--- config.mk ---
export PLATFORM = sky130hd
export DESIGN_NAME = irq_vector_dispatch
export DESIGN_NICKNAME = d
export VERILOG_FILES = /design/src/rtl/irqd_pkg.sv /design/src/rtl/irqd_capture.sv /design/src/rtl/irqd_vector_table.sv /design/src/rtl/irqd_state_stack.sv /design/src/rtl/irq_vector_dispatch.sv
export SDC_FILE = /design/constraint.sdc
export NUM_CORES = 1
export LEC_CHECK = 0
export CAP_MARGIN = 20
export CORE_ASPECT_RATIO = 2
export CORE_MARGIN = 3
export CORE_UTILIZATION = 45
export CTS_CLUSTER_DIAMETER = 120
export DETAILED_ROUTE_END_ITERATION = 8
export SYNTH_ARGS = -nofsm -noshare
export SYNTH_HDL_FRONTEND = slang
export SYNTH_SLANG_ARGS = --single-unit
--- constraint.sdc ---
create_clock -name clk -period 4.8 [get_ports clk]
set_input_delay 0.96 -clock clk [delete_from_list [all_inputs] [get_ports clk]]
set_output_delay 0.96 -clock clk [all_outputs]
set_load 0.05 [all_outputs]
--- src/rtl/irqd_pkg.sv ---
package irqd_pkg;
  typedef enum logic [1:0] {
    STK_IDLE = 2'd0,
    STK_PUSH = 2'd1,
    STK_POP  = 2'd2
  } stk_op_e;
endpackage

--- src/rtl/irqd_capture.sv ---
module irqd_capture #(
  parameter int NCODES = 16,
  localparam int CODE_W = $clog2(NCODES)
) (
  input  logic              clk,
  input  logic              rst_n,
  input  logic [NCODES-1:0] req,
  input  logic              clear,
  output logic [CODE_W-1:0] code_q
);
  logic [CODE_W-1:0] top_req;

  always_comb begin
    top_req = '0;
    for (int i = 1; i < NCODES; i++) begin
      if (req[i]) top_req = CODE_W'(i);
    end
  end

  always_ff @(posedge clk) begin
    if (!rst_n) begin
      code_q <= '0;
    end else if (clear) begin
      code_q <= top_req;
    end else if (top_req > code_q) begin
      code_q <= top_req;
    end
  end

  // without a clear the held code never decreases
  a_r2_no_drop: assert property (@(posedge clk) disable iff (!rst_n)
    !clear |=> code_q >= $past(code_q));

  // a clear with no fresh request empties the register
  a_r4_clear_empty: assert property (@(posedge clk) disable iff (!rst_n)
    (clear && req[NCODES-1:1] == '0) |=> code_q == '0);
endmodule

--- src/rtl/irqd_vector_table.sv ---
module irqd_vector_table #(
  parameter int NCODES = 16,
  parameter int PC_W   = 16,
  localparam int CODE_W = $clog2(NCODES)
) (
  input  logic              clk,
  input  logic              rst_n,
  input  logic              wr_en,
  input  logic [CODE_W-1:0] wr_idx,
  input  logic [PC_W-1:0]   wr_data,
  input  logic [CODE_W-1:0] rd_idx,
  output logic [PC_W-1:0]   rd_data
);
  logic [PC_W-1:0] entry [NCODES];

  for (genvar g = 0; g < NCODES; g++) begin : g_entry
    always_ff @(posedge clk) begin
      if (!rst_n) begin
        entry[g] <= '0;
      end else if (wr_en && wr_idx == CODE_W'(g)) begin
        entry[g] <= wr_data;
      end
    end
  end

  assign rd_data = entry[rd_idx];

  // an accepted write is visible at its index the cycle after
  a_r8_write_lands: assert property (@(posedge clk) disable iff (!rst_n)
    wr_en |=> entry[$past(wr_idx)] == $past(wr_data));
endmodule

--- src/rtl/irqd_state_stack.sv ---
module irqd_state_stack
  import irqd_pkg::*;
#(
  parameter int DEPTH = 8,
  parameter int PC_W  = 16,
  parameter int IR_W  = 16,
  localparam int PTR_W   = $clog2(DEPTH),
  localparam int DEPTH_W = $clog2(DEPTH + 1)
) (
  input  logic               clk,
  input  logic               rst_n,
  input  stk_op_e            op,
  input  logic [PC_W-1:0]    push_pc,
  input  logic [IR_W-1:0]    push_ir,
  output logic [PC_W-1:0]    top_pc,
  output logic [IR_W-1:0]    top_ir,
  output logic [DEPTH_W-1:0] depth,
  output logic               empty,
  output logic               overflow
);
  logic [PC_W-1:0]    slot_pc [DEPTH];
  logic [IR_W-1:0]    slot_ir [DEPTH];
  logic               full;
  logic [DEPTH_W-1:0] top_pos;

  assign full    = (depth == DEPTH_W'(DEPTH));
  assign empty   = (depth == '0);
  assign top_pos = depth - DEPTH_W'(1);
  assign top_pc  = slot_pc[top_pos[PTR_W-1:0]];
  assign top_ir  = slot_ir[top_pos[PTR_W-1:0]];

  for (genvar g = 0; g < DEPTH; g++) begin : g_slot
    always_ff @(posedge clk) begin
      if (!rst_n) begin
        slot_pc[g] <= '0;
        slot_ir[g] <= '0;
      end else if (op == STK_PUSH && !full && depth == DEPTH_W'(g)) begin
        slot_pc[g] <= push_pc;
        slot_ir[g] <= push_ir;
      end
    end
  end

  always_ff @(posedge clk) begin
    if (!rst_n) begin
      depth    <= '0;
      overflow <= 1'b0;
    end else begin
      case (op)
        STK_PUSH: begin
          if (full) overflow <= 1'b1;
          else      depth    <= depth + DEPTH_W'(1);
        end
        STK_POP: begin
          if (!empty) depth <= depth - DEPTH_W'(1);
        end
        default: ;
      endcase
    end
  end

  // a push with room grows the stack by one
  a_r5_push_grows: assert property (@(posedge clk) disable iff (!rst_n)
    (op == STK_PUSH && !full) |=> depth == $past(depth) + DEPTH_W'(1));

  // a push on a full stack keeps the depth and flags overflow
  a_r7_full_holds: assert property (@(posedge clk) disable iff (!rst_n)
    (op == STK_PUSH && full) |=> (depth == DEPTH_W'(DEPTH) && overflow));

  // overflow is sticky
  a_r7_sticky: assert property (@(posedge clk) disable iff (!rst_n)
    overflow |=> overflow);

  // popping an empty stack leaves it empty
  a_r6_pop_empty: assert property (@(posedge clk) disable iff (!rst_n)
    (op == STK_POP && empty) |=> depth == '0);
endmodule

--- src/rtl/irq_vector_dispatch.sv ---
module irq_vector_dispatch
  import irqd_pkg::*;
#(
  parameter int NCODES = 16,
  parameter int DEPTH  = 8,
  parameter int PC_W   = 16,
  parameter int IR_W   = 16,
  localparam int CODE_W  = $clog2(NCODES),
  localparam int DEPTH_W = $clog2(DEPTH + 1)
) (
  input  logic               clk,
  input  logic               rst_n,
  input  logic [NCODES-1:0]  irq_req,
  input  logic               boundary,
  input  logic [PC_W-1:0]    cur_pc,
  input  logic [IR_W-1:0]    cur_ir,
  input  logic               ret_req,
  input  logic               cfg_valid,
  output logic               cfg_ready,
  input  logic [CODE_W-1:0]  cfg_index,
  input  logic [PC_W-1:0]    cfg_addr,
  output logic [CODE_W-1:0]  pend_code,
  output logic               vec_valid,
  output logic [PC_W-1:0]    vec_addr,
  output logic               restore_valid,
  output logic [PC_W-1:0]    restore_pc,
  output logic [IR_W-1:0]    restore_ir,
  output logic [DEPTH_W-1:0] stack_depth,
  output logic               stack_overflow
);
  logic    dispatch;
  logic    stk_empty;
  stk_op_e stk_op;

  assign dispatch      = boundary && (pend_code != '0) && !ret_req;
  assign restore_valid = ret_req && !stk_empty;
  assign vec_valid     = dispatch;
  assign cfg_ready     = !dispatch;

  always_comb begin
    if (ret_req)       stk_op = STK_POP;
    else if (dispatch) stk_op = STK_PUSH;
    else               stk_op = STK_IDLE;
  end

  irqd_capture #(.NCODES(NCODES)) u_capture (
    .clk    (clk),
    .rst_n  (rst_n),
    .req    (irq_req),
    .clear  (dispatch),
    .code_q (pend_code)
  );

  irqd_vector_table #(.NCODES(NCODES), .PC_W(PC_W)) u_table (
    .clk     (clk),
    .rst_n   (rst_n),
    .wr_en   (cfg_valid && cfg_ready),
    .wr_idx  (cfg_index),
    .wr_data (cfg_addr),
    .rd_idx  (pend_code),
    .rd_data (vec_addr)
  );

  irqd_state_stack #(.DEPTH(DEPTH), .PC_W(PC_W), .IR_W(IR_W)) u_stack (
    .clk      (clk),
    .rst_n    (rst_n),
    .op       (stk_op),
    .push_pc  (cur_pc),
    .push_ir  (cur_ir),
    .top_pc   (restore_pc),
    .top_ir   (restore_ir),
    .depth    (stack_depth),
    .empty    (stk_empty),
    .overflow (stack_overflow)
  );

  // a dispatch with no request in flight leaves nothing pending
  a_r4_dispatch_clears: assert property (@(posedge clk) disable iff (!rst_n)
    (vec_valid && irq_req[NCODES-1:1] == '0) |=> pend_code == '0);

  // a return alongside a boundary keeps the pending code
  a_r9_ret_keeps_code: assert property (@(posedge clk) disable iff (!rst_n)
    (ret_req && boundary && pend_code != '0) |=> pend_code >= $past(pend_code));

  // a dispatch with room saves one frame
  a_r5_dispatch_pushes: assert property (@(posedge clk) disable iff (!rst_n)
    (vec_valid && stack_depth < DEPTH_W'(DEPTH)) |=> stack_depth == $past(stack_depth) + DEPTH_W'(1));

  // a served return removes one frame
  a_r6_restore_pops: assert property (@(posedge clk) disable iff (!rst_n)
    restore_valid |=> stack_depth == $past(stack_depth) - DEPTH_W'(1));
endmodule

# Word level (Yosys, flattened, before mapping)
# Memory sizes are Yosys's and may differ from the RTL's. A register that Yosys moved wholly into a read port is not among the register bits.
# Index checks and enable logic that the tools add are counted.
# W data, S select, Z words.
# word_totals
ram_bits	512
register_bits	9
word_cells	237
memories	3
# memory_table
memory	words	word_bits	read_ports	rd_clocked_by_memory_dff	wr	line_no	rtl
u_table.entry	16	16	1	1	16	irqd_vector_table.sv:14	logic [PC_W-1:0] entry [NCODES];
u_stack.slot_ir	8	16	1	0	8	irqd_state_stack.sv:22	logic [IR_W-1:0] slot_ir [DEPTH];
u_stack.slot_pc	8	16	1	0	8	irqd_state_stack.sv:21	logic [PC_W-1:0] slot_pc [DEPTH];
# op_classes
eq_ne	27
add_sub_neg	2
order_cmp	1
muxes	129
bitwise_logic	32
reduce_logical	40
# op_table
op	count
$mux W16	32
$mux W1	75
$mux W4	14
$eq A4 B4 Y1 const B	9
$eq A4 B3 Y1 const B	8
$or A1 B1 Y1	32
$logic_and A1 B1 Y1	29
$eq A4 B2 Y1 const B	4
$mux W3	4
$eq A4 B1 Y1 const B	2
$logic_not A4 Y1	2
$pmux W4 S2	1
$mux W2	3
$add A4 B1 Y4 const B	1
$gt A4 B4 Y1	1
$logic_not A1 Y1	4
$ne A2 B2 Y1 const B	2
$reduce_bool A2 Y1	2
$reduce_bool A4 Y1	1
$sub A4 B1 Y4 const B	1
$reduce_and A3 Y1	1
$eq A2 B1 Y1 const B	1
$eq A2 B2 Y1 const B	1
$reduce_and A2 Y1	1

# Depth between registers and ports, before layout
# depth
ltp_word	20
mapped_depth	9
depth_no_buf	9

# Modules after synthesis
# Synthesis repeated with hierarchy kept, for this count alone.
# hier_totals
hier_cells	1573
area_unflattened_um2	23776.6
# modules_own_cells
module	seq_area_each_um2	cells_each	area_per_inst_um2	n_inst
irqd_state_stack	7787.5	785	11693.7	1
irqd_vector_table	7687.4	728	11623.6	1
irqd_capture	80.1	53	419.2	1
irq_vector_dispatch	0.0	7	40.0	1

# Worst setup path after synthesis
# No wires, ideal clock.
# synth_timing
path_kind	input to register
startpoint	in ret_req
endpoint	mem u_stack.slot_ir[4][0] (enable)
t_required_ns	4.334
setup_ns	0.466
stages	5
path_slack_ns	0.200
t_arrival_ns	4.134
cell_sequence	buf_6 nand2b_4 nand2b_4 or3_1 o21ai_0
# synth_lines
item	line_no	rtl
start, declared	irq_vector_dispatch.sv:17	input logic ret_req,
end, declared	irqd_state_stack.sv:22	

==> impl_metrics.toml <==
[run_status]
outcome = "complete, no violations"

[setup_path]
required_ns = 3.84
end_kind = "output pin"
worstPathMaxFanout = 19
critPathLaunchType = "flip-flop"
ff2ff_path_depth = 6
worst_ep_arrival_time_ns = 3.45
critical_path_class = "flip-flop to output pin"

[route]
route.detailed.drc = 0
route.vias.total = 13330
via_per_inst = 5.743
wl_per_cell_um = 27.56
routed_wl_um = 63980
final_antenna_net_count = 0
dr.pass1.iters = 5
drt_iter0_drc = 921

[power_and_ir_drop]
p_leak_nw = 10.35
pwr-share-seq = 0.385
p_sw_frac = 0.3445
power_switching_mw = 4.879
total_power_mw = 14.16
vdd_drop_max_uv = 395.9
combPwrFrac = 0.357
clock_power_share = 0.258
p_int_mw = 9.282
pwr_density_cell_nw_per_um2 = 510.2

[clocking]
clk_latency_ns = 0.57
ctsResizeCount = 0
numCtsBuffers = 46
cts_hold_buf = 0
path_clk_slew_ns = 0.07
cts_tree = "done"
cts_buffer_depth = 3
htreeDepth = 2
clockRootBuffer = "clkbuf_16"
post_cts.repair.setup_buffers = 0
clock_sinks = 525

[global_routing]
track_usage = 0.2277
antenna_found_initial = 0
overflow = 0
grt_pass1_vias = 14250
grt_pass1_wl_um = 92760
grt_max_degree = 73

[timing]
fin_crit_ns = 4.406
fmaxAchievable_ghz = 0.2270
grt_setup_unrepaired = "no"
post-route-period-util = 0.9178
tightest_slew_ns = 1.088
relSlewSlack = 0.2736
drv_slew = 0
hold_violations = 0
tns_ns = 0
setup_viol = 0
skew_ns = 0.01239

[floorplanning]
rows = 119
die-width_um = 169.1
num_io_pins = 133
dieArea_sq_um = 56180
die_y_um = 332.2
initial_core_util = 0.4543
core-area_sq_um = 52710

[final_layout]
layout_common_cells = "512 x edfxtp_1, 384 x and2_1, 144 x mux4_2"
drive_gt1_frac = 0.2053
areaGrowthSynthToFinish_pct = 15.91
final_core_util = 0.5266
layout.cells.non_filler = 2321
multiInputGateArea_sq_um = 7874
nFillCells = 4336
final_nets = 1701
layout_commonest_cell = "edfxtp_1"
num_antenna_cells = 0
ff_latch_area_sq_um = 15640

[placement]
place.gp.congestion = 0.8269
portBuffers = 131
dp_hpwl_um = 41570
post-place-cells = 2237

[synthesis]
seq_area_frac_synth = 0.6530
syn_nets = 1568
synth_ff_type = "edfxtp_1"
synthArstFlopShare = 0
ys_types = 55
synth_warnings = 0
netlist_instances = 1487
syn_area_per_cell_sq_um = 16.10
syn_area_sq_um = 23940
synth_edf_count = 512
synth-seq-cells = 525

[min_path]
min_path_type = "flip-flop to flip-flop"
worstHoldPathCells = 2

[job]
maxCapViolations = 0
==> flip-flops by register name, indices dropped and copies added, names as in the netlist, named ones only <==
signal            cells
u_capture.code_q      4
u_stack.slot_ir     128
u_stack.slot_pc     128
u_stack.depth         4
u_stack.overflow      1
u_table.entry       256
==> cells in the mapped netlist, types with 2 or more instances <==
cell type | instances | area share
edfxtp_1 | 512 | 0.64
and2_1 | 384 | 0.10
mux4_2 | 144 | 0.14
and3_1 | 128 | 0.033
clkbuf_1 | 76 | 0.012
mux2_2 | 32 | 0.015
o21ai_0 | 25 | 0.0052
nor2_1 | 24 | 0.0038
clkbuf_2 | 16 | 0.0033
buf_2 | 15 | 0.0031
inv_1 | 15 | 0.0024
dfxtp_1 | 13 | 0.011
nand2_1 | 10 | 0.0016
ha_1 | 8 | 0.0042
a21oi_1 | 7 | 0.0015
nand3_1 | 6 | 0.0013
a311oi_1 | 4 | 0.0015
and4_1 | 4 | 0.0015
buf_1 | 4 | 0.00063
o2111ai_1 | 4 | 0.0015
mux2i_1 | 3 | 0.0013
nand2b_1 | 3 | 0.00078
nor2b_1 | 3 | 0.00078
nor3_1 | 3 | 0.00063
nor4_1 | 3 | 0.00078
or2_2 | 3 | 0.00078
or4_1 | 3 | 0.00094
a21o_1 | 2 | 0.00063
a31o_2 | 2 | 0.00073
buf_6 | 2 | 0.00094
nand2b_4 | 2 | 0.0011
o211ai_1 | 2 | 0.00063
o21a_1 | 2 | 0.00063
o311a_1 | 2 | 0.00084
==> worst paths after layout <==
path,slack [ns],to,start
worst min-delay path,0.50,u_stack.overflow,u_stack.overflow
worst min register to register,0.50,u_stack.overflow,u_stack.overflow
worst max register to register,1.82,u_stack.slot_pc[1][1],u_stack.depth[0]
worst max-delay path,0.39,vec_addr[15],flip-flop
==> metrics by stage <==
stage / setup WS, ns / hold WS, ns / cell area (sq um)
after CTS: 0.3303 / 0.4955 / 27750
after global placement: 0.8292 / 0.4623 / 26300
after floorplan: 0.2003 / 0.7537 / 23940
final: 0.3943 / 0.5018 / 27750
after global routing: 0.2639 / 0.5617 / 27750
after detailed placement: 0.7762 / 0.4805 / 26300
==> routing by layer <==
layer	up-vias	global-route usage	wire length (um)
met2	394	0.4397	36570
met5	-	0	0
met3	130	0.03716	3147
li1	5924	-	-
met4	0	0.09512	2882
met1	6881	0.2400	21380
==> power groups by stage <==
stage          logic [mW]  clock network, mW  registers (mW)
4_1_cts              5.14               3.73            5.45
3_3_place_gp         5.12                  0            5.53
2_1_floorplan        3.35                  0            5.54
3_5_place_dp         5.13                  0            5.55
5_1_grt              5.30               3.87            5.47
6_report             5.06               3.66            5.45
==> worst max-delay path, stage by stage (launching register included) <==
cell             delay [ns]
dfxtp_4                0.66
buf_4                  0.33
mux4_2                 0.62
mux4_2                 0.52
clkdlybuf4s50_1        0.73
==> layout make-up <==
| type | count | area share |
|---|---|---|
| tap | 665 | 0.02998 |
| sequential | 525 | 0.5637 |
| inverter | 16 | 0.002254 |
| clock buffer | 59 | 0.04553 |
| clock inverter | 25 | 0.006807 |
| multi-input combinational | 833 | 0.2837 |
| timing repair buffer | 198 | 0.06807 |
==> cell families (layout without fill, tap and decap cells) <==
| logic type | Yosys count | after routing | synth area share |
|---|---|---|---|
| compound gates | 61 | 61 | 0.01714 |
| xor+xnor | 2 | 2 | 0.0007317 |
| fa+ha+maj | 8 | 8 | 0.004181 |
| buf+inv | 129 | 298 | 0.02257 |
| flops | 525 | 525 | 0.6530 |
| mux | 179 | 179 | 0.1517 |
| simple gates | 583 | 583 | 0.1507 |
Power figures use the tool's default switching activity.
